**src/rtl/rot_xbar.sv**
```systemverilog
module rot_xbar #(
  parameter int W     = 16,
  parameter int NPORT = 6,
  parameter int NLIVE = 3,
  parameter int NBANK = 3,
  parameter int CW    = 8,
  localparam int IW   = $clog2(NPORT)
) (
  input  logic                     clk,
  input  logic                     rst,
  input  logic [NLIVE*W-1:0]       src_word,
  output logic [NBANK*W-1:0]       bank_out,
  output logic [(NPORT-NBANK)*W-1:0] dummy_out,
  output logic [IW-1:0]            rot_idx
);

  localparam int NDUM = NPORT - NBANK;
  localparam logic [IW-1:0] LAST = IW'(NPORT - 1);

  logic [CW-1:0] phase;
  logic [IW-1:0] rot;
  logic [W-1:0]  in_w  [NPORT];
  logic [W-1:0]  out_q [NPORT];

  wire roll = &phase;

  function automatic logic [IW-1:0] pick(int j, logic [IW-1:0] k);
    int s;
    s = j + int'(k);
    if (s >= NPORT) s = s - NPORT;
    return IW'(s);
  endfunction

  for (genvar i = 0; i < NPORT; i++) begin : g_in
    if (i < NLIVE) begin : g_live
      assign in_w[i] = src_word[i*W +: W];
    end else begin : g_tied
      assign in_w[i] = '0;
    end
  end

  always_ff @(posedge clk) begin
    if (rst) begin
      phase <= '0;
      rot   <= '0;
    end else begin
      phase <= phase + 1'b1;
      if (roll) rot <= (rot == LAST) ? '0 : rot + 1'b1;
    end
  end

  always_ff @(posedge clk) begin
    for (int j = 0; j < NPORT; j++) begin
      if (rst) out_q[j] <= '0;
      else     out_q[j] <= in_w[pick(j, rot)];
    end
  end

  for (genvar j = 0; j < NBANK; j++) begin : g_bank
    assign bank_out[j*W +: W] = out_q[j];
  end
  for (genvar j = 0; j < NDUM; j++) begin : g_dum
    assign dummy_out[j*W +: W] = out_q[NBANK + j];
  end

  assign rot_idx = rot;

endmodule

```
**config.mk**
```make
export PLATFORM = sky130hd
export DESIGN_NAME = rot_xbar
export DESIGN_NICKNAME = d
export VERILOG_FILES = /design/src/rtl/rot_xbar.sv
export SDC_FILE = /design/constraint.sdc
export NUM_CORES = 1
export LEC_CHECK = 0
export BUFFER_PORTS_ARGS = -buffer_cell sky130_fd_sc_hd__buf_2
export CORE_MARGIN = 8
export CORE_UTILIZATION = 40
export CTS_CLUSTER_DIAMETER = 200
export DETAILED_ROUTE_END_ITERATION = 10
export PLACE_DENSITY_LB_ADDON = 0.2
export SETUP_SLACK_MARGIN = 0.02
export SYNTH_ARGS = -nofsm -noshare
export SYNTH_HDL_FRONTEND = slang
export SYNTH_SLANG_ARGS = --single-unit
export TNS_END_PERCENT = 50
```
**constraint.sdc**
```tcl
create_clock -name clk -period 3.59 [get_ports clk]
set_clock_uncertainty 0.2 [all_clocks]
set_input_delay 0.718 -clock clk [delete_from_list [all_inputs] [get_ports clk]]
set_output_delay 0.718 -clock clk [all_outputs]
set_load 0.01 [all_outputs]
```
==> Yosys cells after proc, flatten, opt, wreduce, memory -nomap -nowiden <==
Memory sizes are Yosys's and may differ from the RTL's.
Cells that the tools add are included.
{ "totals": {"register_bits": 11, "elab_cells": 82, "input_bits": 50, "mem_bits_rw": 96, "n_memories": 1} }
{ "classes": {"n_bitwise": 12, "mux": 40, "magnitude_cmp": 12, "reduce_logical": 1, "n_eq_ne": 1, "add_sub_neg": 13} }
{ "memory_table": {"columns": ["memory", "depth", "word_bits", "rd", "rd_clocked_by_memory_dff", "wr", "line", "source"], "rows": [
  ["out_q", 6, 16, 6, 0, 6, "23", "logic [W-1:0] out_q [NPORT];"]
]} }
{ "ops": {"columns": ["operator", "n"], "rows": [
  ["binary-select mux 16 bit (select 3 bit)", 6],
  ["two-way mux 16 bit", 18],
  ["two-way mux 3 bit", 13],
  [">= comparator 4 bit (second input constant)", 6],
  ["inverter 3 -> 4 bit", 6],
  [">= comparator 4 x 3 -> 1 bit (second input constant)", 5],
  ["subtractor 3 bit (second input constant)", 6],
  ["adder 2 x 3 -> 4 bit (first input constant)", 2],
  ["adder 3 x 3 -> 4 bit (first input constant)", 2],
  ["adder 8 x 1 -> 8 bit (second input constant)", 1],
  ["AND reduction 8 bit", 1],
  ["bitwise OR 1 bit", 6],
  ["adder 1 x 3 -> 4 bit (first input constant)", 1],
  ["adder 3 x 1 -> 3 bit (second input constant)", 1],
  ["== test 3 bit (second input constant)", 1],
  [">= comparator 3 bit (second input constant)", 1],
  ["two-way mux 1 bit", 3]
]} }

==> Longest topological paths before layout <==
Gate-level depths: netlist of the first run.
{ "depth": {"ltp_word": 9, "mapped_depth": 12, "mapped_depth_nobuf": 6} }

==> Least setup slack after synthesis of the first run <==
Ideal clock, no wire load.
{ "synth_path": {"kind": "reg-to-reg", "from": "reg rot[0], in the netlist rot_idx[0]", "to": "mem out_q[5][1]", "synth_period_minus_slack_ns": 2.968, "path_stages_with_launch": 13, "t_arrival_ns": 2.675, "setup_time_ns": 0.092, "t_required_ns": 3.298, "path_slack_ns": 0.622, "cell_sequence": "dfxtp_1 -> buf_2 -> clkinv_1 -> clkbuf_1 -> clkbuf_1 -> ha_1 -> buf_2 -> buf_2 -> and2_1 -> nand2_1 -> clkbuf_1 -> a21oi_1 -> o32ai_1"} }
{ "synth_rtl": {"columns": ["item", "line", "source"], "rows": [
  ["from (decl)", "21", "logic [IW-1:0] rot;"],
  ["from (signal assigned)", "48", "if (roll) rot <= (rot == LAST) ? '0 : rot + 1'b1;"],
  ["to (decl)", "23", null]
]} }

==> impl_metrics.ini, run 1 <==
[logic_synthesis]
syn_inst = 620
synth_top_area_share_pct = 39.4
yosysWarningCount = 0
yosysTopAreaCell = dfxtp_1
synth_area_sq_mm = 0.00543
synth_area_per_cell_sq_um = 8.76
synthArstFlopShare_pct = 0
ys_seq_area_share_pct = 39.4
yosysMostFrequentCell = dfxtp_1
synthesis.nets = 680
synth_edf_count = 0
synthFlopType = dfxtp_1
ys_types = 54
netlist_top_cells_area = dfxtp_1 (39%), mux2i_1 (8.8%), nand3_1 (5.0%)
ys_top_cells_by_count = dfxtp_1 (107), nand3_1 (54), nor2_1 (49)
ys_ff_latch = 107

[clock_tree]
cts_resized = 0
holdBufCountCts = 0
numClockSinks = 107
path_clk_slew_ns = 0.08
clock-root-buffer = clkbuf_16
cts_setup_buffers = 0
htree_levels = 3
clock_latency_ns = 0.36
cts_buffer_depth = 2
cts_tree = done
cts_buffers = 9

[floorplanning]
die_area_sq_mm = 0.0176
design.core.area_sq_mm = 0.0132
rows = 42
initial_core_util_pct = 41.0
die_w_um = 133
dieHeight_um = 133
ios = 149

[worst_setup_path]
critPathCaptureType = flop
crit_fanout = 32
cp-start-kind = flop
cp.arrival_ns = 3.29
rrSetupSlack_ns = 0.31
crit_required_ns = 3.61
critical_path_class = flop to flop

[drt]
via_count = 5523
first_iter_violations = 546
first_pass_iters = 5
wirelength_um = 20200
ant_nets = 0
avgRoutedWirePerCell_um = 21.9
drc = 0
via_per_inst = 6.00

[power_and_ir_drop]
power.total_uw = 2460
seqPwrFrac_pct = 50.0
pwr-share-comb_pct = 9.1
pwr-share-clk_pct = 40.9
power.internal_uw = 1800
leakage_uw = 0.00285
peakVddDrop_v = 0.000324
switching_share_pct = 27.0
p_switching_uw = 665
p_per_area_mw_per_mm2 = 372

[layout]
fillers = 1303
nNetsFinal = 800
ff_latch_area_sq_mm = 0.00215
diodes = 0
drive_above_1_share_pct = 26.3
multi_input_area_sq_mm = 0.00296
area_growth_pct = 22.0
fin_cells = 921

[sta]
rsz0062_at_grt = false
fin_crit_sh_pct = 91.2
setup_tns_ns = 0
min_period_ns = 3.28
tightest_slew_ns = 1.06
fmax_mhz = 305
max_slew_margin_pct = 29.2
hold_viol = 0
final-max-slew-violation-count = 0
setup_viol = 0

[global_routing]
grt_pass1_vias = 5288
track_usage_pct = 22.2
grt_pass1_wl_um = 31100
grt_max_degree = 58
antenna_found_initial = 0
grt_overflow = 0

[run_status]
status = finished clean

[place]
placed_cells = 905
routabilityCongestion = 0.853
place_hpwl_um = 14100
io_buffers = 148

[worst_hold_path]
hold_class = flop to flop

[run]
drv_cap = 0
-- cell usage in the layout, fill, tap and decap left out, drive strengths merged, types with 4 or more instances in the layout --
| cell | n |
|---|---|
| a31oi | 32 |
| dfxtp | 107 |
| nor3 | 11 |
| clkinv | 4 |
| o22ai | 6 |
| and2 | 17 |
| nor2 | 49 |
| mux2i | 48 |
| buf | 167 |
| nand3 | 54 |
| a21oi | 38 |
| xor2 | 5 |
| inv | 24 |
| xnor2 | 4 |
| o2bb2ai | 17 |
| o32a | 4 |
| nand2 | 6 |
| a311oi | 16 |
| clkbuf | 9 |
| o32ai | 15 |
| ha | 10 |
| o211ai | 17 |
| o21ai | 38 |
| nand4b | 15 |
-- per-stage QoR --
stage | setup slack [ns] | utilization (%) | instance area [sq um] | hold WS, ns
after floorplan | 0.622 | - | 5430 | 0.218
after global placement | 0.544 | 47.7 | 6320 | 0.230
after detailed placement | 0.375 | 47.7 | 6320 | 0.250
after CTS | 0.367 | 50.0 | 6630 | 0.263
after global routing | 0.0709 | 50.0 | 6630 | 0.307
final | 0.314 | 50.0 | 6630 | 0.260
-- layout make-up --
type | instances | share of cell area [%]
clock inverter | 7 | 1.21
tap | 176 | 3.32
inverter | 22 | 1.25
sequential | 107 | 32.4
timing repair buffer | 167 | 13.7
multi-input combinational | 433 | 44.7
clock buffer | 9 | 3.40
-- state kept, by name (all words and copies together), names as in the netlist --
| signal | cells |
|---|---|
| out_q | 96 |
| phase | 8 |
| rot_idx | 3 |
-- final timing paths --
kind	start	to	cells after the start
hold / removal	phase[0]	phase[0]	1
hold reg to reg	phase[0]	phase[0]	1
setup / recovery	rot_idx[1]	out_q[2][0]	7
setup reg to reg	rot_idx[1]	out_q[2][0]	7
-- power groups by stage --
stage / Sequential, uW / Combinational (uW) / Clock (uW)
final: 1230 / 224 / 1010
after detailed placement: 1260 / 223 / 0
after global routing: 1230 / 241 / 1080
after global placement: 1260 / 220 / 0
after CTS: 1230 / 223 / 1030
after floorplan: 1270 / 77.1 / 0
-- logic make-up after synthesis --
kind of cell	synth area share, %
flip-flops	39.4
adder cells (fa/ha/maj)	2.30
XOR/XNOR	1.73
AND/OR/NAND/NOR	16.8
AO/OA/AOI/OAI	24.3
multiplexers	9.05
buffers and inverters	6.38
-- critical path: stages (launching register included) --
cell,delay [ns]
dfxtp_1,0.74
inv_1,0.26
ha_1,0.39
nor2b_1,0.05
buf_4,0.15
or4_1,0.88
a31oi_1,0.37
a311oi_1,0.07
-- routing by layer --
layer | track usage, % | routed length, um | vias up
met5 | 0 | 0 | -
met4 | 7.63 | 370 | 0
met3 | 5.53 | 1620 | 35
met2 | 38.1 | 9910 | 279
met1 | 26.5 | 8260 | 2659
li1 | - | - | 2550
Power figures use the tool's default switching activity.
==> run 2: changes to the inputs <==
--- a/config.mk
+++ b/config.mk
@@ -10,6 +10,7 @@
 export CORE_UTILIZATION = 40
 export CTS_CLUSTER_DIAMETER = 200
 export DETAILED_ROUTE_END_ITERATION = 10
+export MAX_ROUTING_LAYER = met4
 export PLACE_DENSITY_LB_ADDON = 0.2
 export SETUP_SLACK_MARGIN = 0.02
 export SYNTH_ARGS = -nofsm -noshare
==> run 2 against run 1 <==
Against the previous run: setup slack improved by 0.22 ns; die area did not move; routed wire length fell by 0.37%; critical path type unchanged; design area fell by 1.4%; non-clock buffer count fell by 3; cell count fell by 0.54%; highest routed layer unchanged.
==> impl_metrics.ini, run 2 (synthesis gave the netlist of run 1 again) <==
[run_status]
status = finished clean

[floorplanning]
design.core.area_sq_mm = 0.0132
ios = 149
dieHeight_um = 133
initial_core_util_pct = 41.0
die_area_sq_mm = 0.0176
rows = 42
die_w_um = 133

[clock_tree]
cts_buffer_depth = 2
path_clk_slew_ns = 0.07
cts_setup_buffers = 0
cts_resized = 0
holdBufCountCts = 0
clock_latency_ns = 0.35
numClockSinks = 107
cts_tree = done
htree_levels = 3
cts_buffers = 9
clock-root-buffer = clkbuf_16

[sta]
fin_crit_sh_pct = 85.0
tightest_slew_ns = 1.29
setup_viol = 0
rsz0062_at_grt = false
max_slew_margin_pct = 13.6
min_period_ns = 3.05
hold_viol = 0
final-max-slew-violation-count = 0
setup_tns_ns = 0
fmax_mhz = 328

[worst_setup_path]
crit_required_ns = 3.64
cp.arrival_ns = 3.10
cp_cell_sequence = clkinv_1 > ha_1 > inv_2 > nor3b_2 > buf_12 > o211ai_1 > a31oi_1
critPathCaptureType = flop
critical_path_class = flop to flop
slowest_delay_ns = 0.61
cp-start-kind = flop
crit_buf_inv = 3
cp_top_family = buffers and inverters
crit_fanout = 32
slowest_stage = ha_1

[power_and_ir_drop]
peakVddDrop_v = 0.000189
leakage_uw = 0.00281
p_per_area_mw_per_mm2 = 359

[layout]
nNetsFinal = 797
largest-register = out_q
ff_latch_area_sq_mm = 0.00215
drive_above_1_share_pct = 25.5
largest_reg_flops = 96
fillers = 1315
diodes = 0
area_growth_pct = 20.3
utilization_pct = 49.3
layout_commonest_cell = buf_2
multi_input_area_sq_mm = 0.00296
mostFrequentLayoutCells = buf_2 (148), dfxtp_1 (106), nand3_1 (54), nor2_1 (49), mux2i_1 (48)

[place]
io_buffers = 148
place_hpwl_um = 14000
routabilityCongestion = 0.958

[drt]
avgRoutedWirePerCell_um = 21.9
ant_nets = 0
via_count = 5540
drc = 0
first_pass_iters = 5
first_iter_violations = 554
highest_layer = met4
wirelength_um = 20100
via_per_inst = 6.05
wl_met3_um = 1500
dr_wl_met2_um = 9400
met1_length_um = 8260

[global_routing]
grt_pass1_vias = 5478
grt_max_degree = 77
track_usage_pct = 22.6
antenna_found_initial = 0
grt_overflow = 0
grt_pass1_wl_um = 30600

[worst_hold_path]
hold_class = flop to flop

[run]
drv_cap = 0
run 2: per-layer routing:
| metal | vias to the layer above | GRT usage [%] |
|---|---|---|
| met3 | 62 | 3.63 |
| met4 | 0 | 13.2 |
| li1 | 2552 | - |
| met2 | 293 | 36.1 |
| met1 | 2633 | 26.4 |
| met5 | - | - |
run 2: final timing paths:
kind / from / to / slack [ns] / depth (start not counted)
max: rot_idx[0] / out_q[1][8] / 0.54 / 7
min: phase[0] / phase[0] / 0.24 / 1
max reg2reg: rot_idx[0] / out_q[1][8] / 0.54 / 7
min reg2reg: phase[0] / phase[0] / 0.24 / 1
run 2: cell type report:
type | count | area share [%]
inverters | 22 | 1.26
multi-input cells | 433 | 45.3
clock inverters | 3 | 0.249
clock buffers | 11 | 3.56
well taps | 176 | 3.37
repair buffers | 164 | 13.4
flip-flops and latches | 107 | 32.8
run 2: per-stage QoR:
stage | setup WS [ns] | instance area [sq um] | power, uW | instances | hold WS (ns)
after detailed placement | 0.575 | 6280 | 1490 | 902 | 0.241
after floorplan | 0.622 | 5430 | 1350 | 620 | 0.218
after global routing | 0.280 | 6530 | 2440 | 916 | 0.272
after CTS | 0.568 | 6530 | 2360 | 916 | 0.250
final | 0.537 | 6530 | 2340 | 916 | 0.245
after global placement | 0.699 | 6280 | 1480 | 902 | 0.227
run 2: where the power goes:
part           internal, uW  switching, uW
clock                   462            421
sequential             1220           13.7
combinational          83.6            147
total                  1760            581
==> run 3: changes to the inputs <==
--- a/config.mk
+++ b/config.mk
@@ -5,11 +5,11 @@
 export SDC_FILE = /design/constraint.sdc
 export NUM_CORES = 1
 export LEC_CHECK = 0
-export BUFFER_PORTS_ARGS = -buffer_cell sky130_fd_sc_hd__buf_2
 export CORE_MARGIN = 8
 export CORE_UTILIZATION = 40
 export CTS_CLUSTER_DIAMETER = 200
 export DETAILED_ROUTE_END_ITERATION = 10
+export DONT_BUFFER_PORTS = 1
 export MAX_ROUTING_LAYER = met4
 export PLACE_DENSITY_LB_ADDON = 0.2
 export SETUP_SLACK_MARGIN = 0.02
==> run 3 against run 2 <==
Against the previous run: combinational power fell by 61%; clock power rose by 8.6%; sequential share of layout area rose by 4.1 points; cell count fell by 16%; critical path type unchanged; highest routed layer unchanged.
==> impl_metrics.ini, run 3 (synthesis gave the netlist of run 1 again) <==
[sta]
min_period_ns = 3.00
fin_crit_sh_pct = 83.5
fmax_mhz = 334
setup_tns_ns = 0
layout_setup_ws_ns = 0.592
fin_hold_ws_ns = 0.217
final-max-slew-violation-count = 0
rsz0062_at_grt = false
setup_viol = 0
tightest_slew_ns = 1.07
max_slew_margin_pct = 28.8
hold_viol = 0

[place]
routabilityCongestion = 0.888
io_buffers = 0
place_ws_ns = 0.644
place_hpwl_um = 13300

[clock_tree]
clock_latency_ns = 0.35
cts_setup_buffers = 0
cts_buffer_depth = 2
clock-root-buffer = clkbuf_16
htree_levels = 3
numClockSinks = 107
cts_buffers = 9
holdBufCountCts = 0
path_clk_slew_ns = 0.07
cts_resized = 0
cts_tree = done

[global_routing]
grt_max_degree = 101
grt_overflow = 0
track_usage_pct = 21.7
grt_pass1_vias = 4504
antenna_found_initial = 0
grt_pass1_wl_um = 28600

[power_and_ir_drop]
leakage_uw = 0.00210
p_per_area_mw_per_mm2 = 396
peakVddDrop_v = 0.000268

[worst_setup_path]
critPathCaptureType = flop
reg2reg_from = rot_idx[2]
r2r_cells = 6
cp_cell_sequence = inv_1 > ha_1 > a21o_1 > o21ai_2 > a21oi_1 > o32ai_1
cp.arrival_ns = 3.02
timing.rr.end = out_q[5][10]
rrSetupSlack_ns = 0.59
crit_fanout = 17
crit_required_ns = 3.61
slowest_delay_ns = 0.79
slowest_stage = dfxtp_1
critical_path_class = flop to flop
cp-start-kind = flop

[layout]
drive_above_1_share_pct = 7.42
fillers = 1317
largest-register = out_q
area_growth_pct = 7.05
largest_reg_flops = 96
layout_commonest_cell = dfxtp_1
nNetsFinal = 648
diodes = 0
mostFrequentLayoutCells = dfxtp_1 (106), nand3_1 (54), nor2_1 (49), mux2i_1 (48), a21oi_1 (38)

[floorplanning]
dieHeight_um = 133
design.core.area_sq_mm = 0.0132
rows = 42
die_area_sq_mm = 0.0176
ios = 149
initial_core_util_pct = 41.0
die_w_um = 133

[drt]
via_per_inst = 6.48
wirelength_um = 19600
first_pass_iters = 6
drc = 0
via_count = 4981
avgRoutedWirePerCell_um = 25.5
ant_nets = 0
first_iter_violations = 437

[worst_hold_path]
hold-path-endpoint = rot_idx[0]
min_path_cells = 1
hold_start = rst
hold_class = input port to flop

[run_status]
status = finished clean

[run]
drv_cap = 0
-- run 3: changes by cell type in the layout (fill, tap and decap cells not counted) --
cell,delta
buf_2,-148
inv_6,+1
clkbuf_8,+1
buf_4,-1
clkinv_2,-1
inv_4,-1
clkbuf_1,-2
inv_8,+1
buf_12,-1
buf_6,+1
clkinvlp_4,+3
-- run 3: area by class of cell --
type                    count  area [sq um]  share of cell area [%]
inverters                  22          82.6                    1.42
flip-flops and latches    107          2150                    36.9
multi-input cells         433          2960                    51.0
repair buffers             15           116                    2.00
well taps                 176           220                    3.79
clock buffers              10           239                    4.11
clock inverters             6          47.5                   0.818
-- run 3: worst max path at each step --
stage,start,endpoint
final,rot_idx[2],out_q[5][10]
after global routing,rot_idx[2],out_q[5][10]
after CTS,rot_idx[1],out_q[1][1]
after detailed placement,rot_idx[1],out_q[1][1]
after global placement,rot_idx[1],out_q[1][1]
after floorplan,rot_idx[0],out_q[5][1]
-- run 3: where the power goes --
part	switching, uW	internal (uW)	leakage (uW)	total [uW]
combinational	43.0	47.9	0.00109	90.9
sequential	33.4	1220	0.000876	1250
clock	462	496	0.000133	958
-- run 3: per-stage QoR --
stage               cells  power, uW  cell area [sq um]  util [%]
global placement      752       1370               5520      41.7
floorplan             620       1350               5430         -
finish                769       2300               5810      43.9
CTS                   768       2320               5800      43.8
detailed placement    752       1370               5520      41.7
global route          769       2380               5810      43.9
-- run 3: metal layers --
metal,global-route usage [%],vias up,share of wire [%]
met5,-,-,0
met4,5.49,0,2.2
met3,7.95,36,10
met2,36.1,270,49
met1,24.1,2424,39
li1,-,2251,-
-- run 3: critical path: cells and delay by family (launching register included) --
| family | cells | cell delay [ns] |
|---|---|---|
| AOI/OAI and AO/OA | 4 | 1.42 |
| adders and majority gates | 1 | 0.27 |
| buffers and inverters | 1 | 0.18 |
| DFF | 1 | 0.79 |
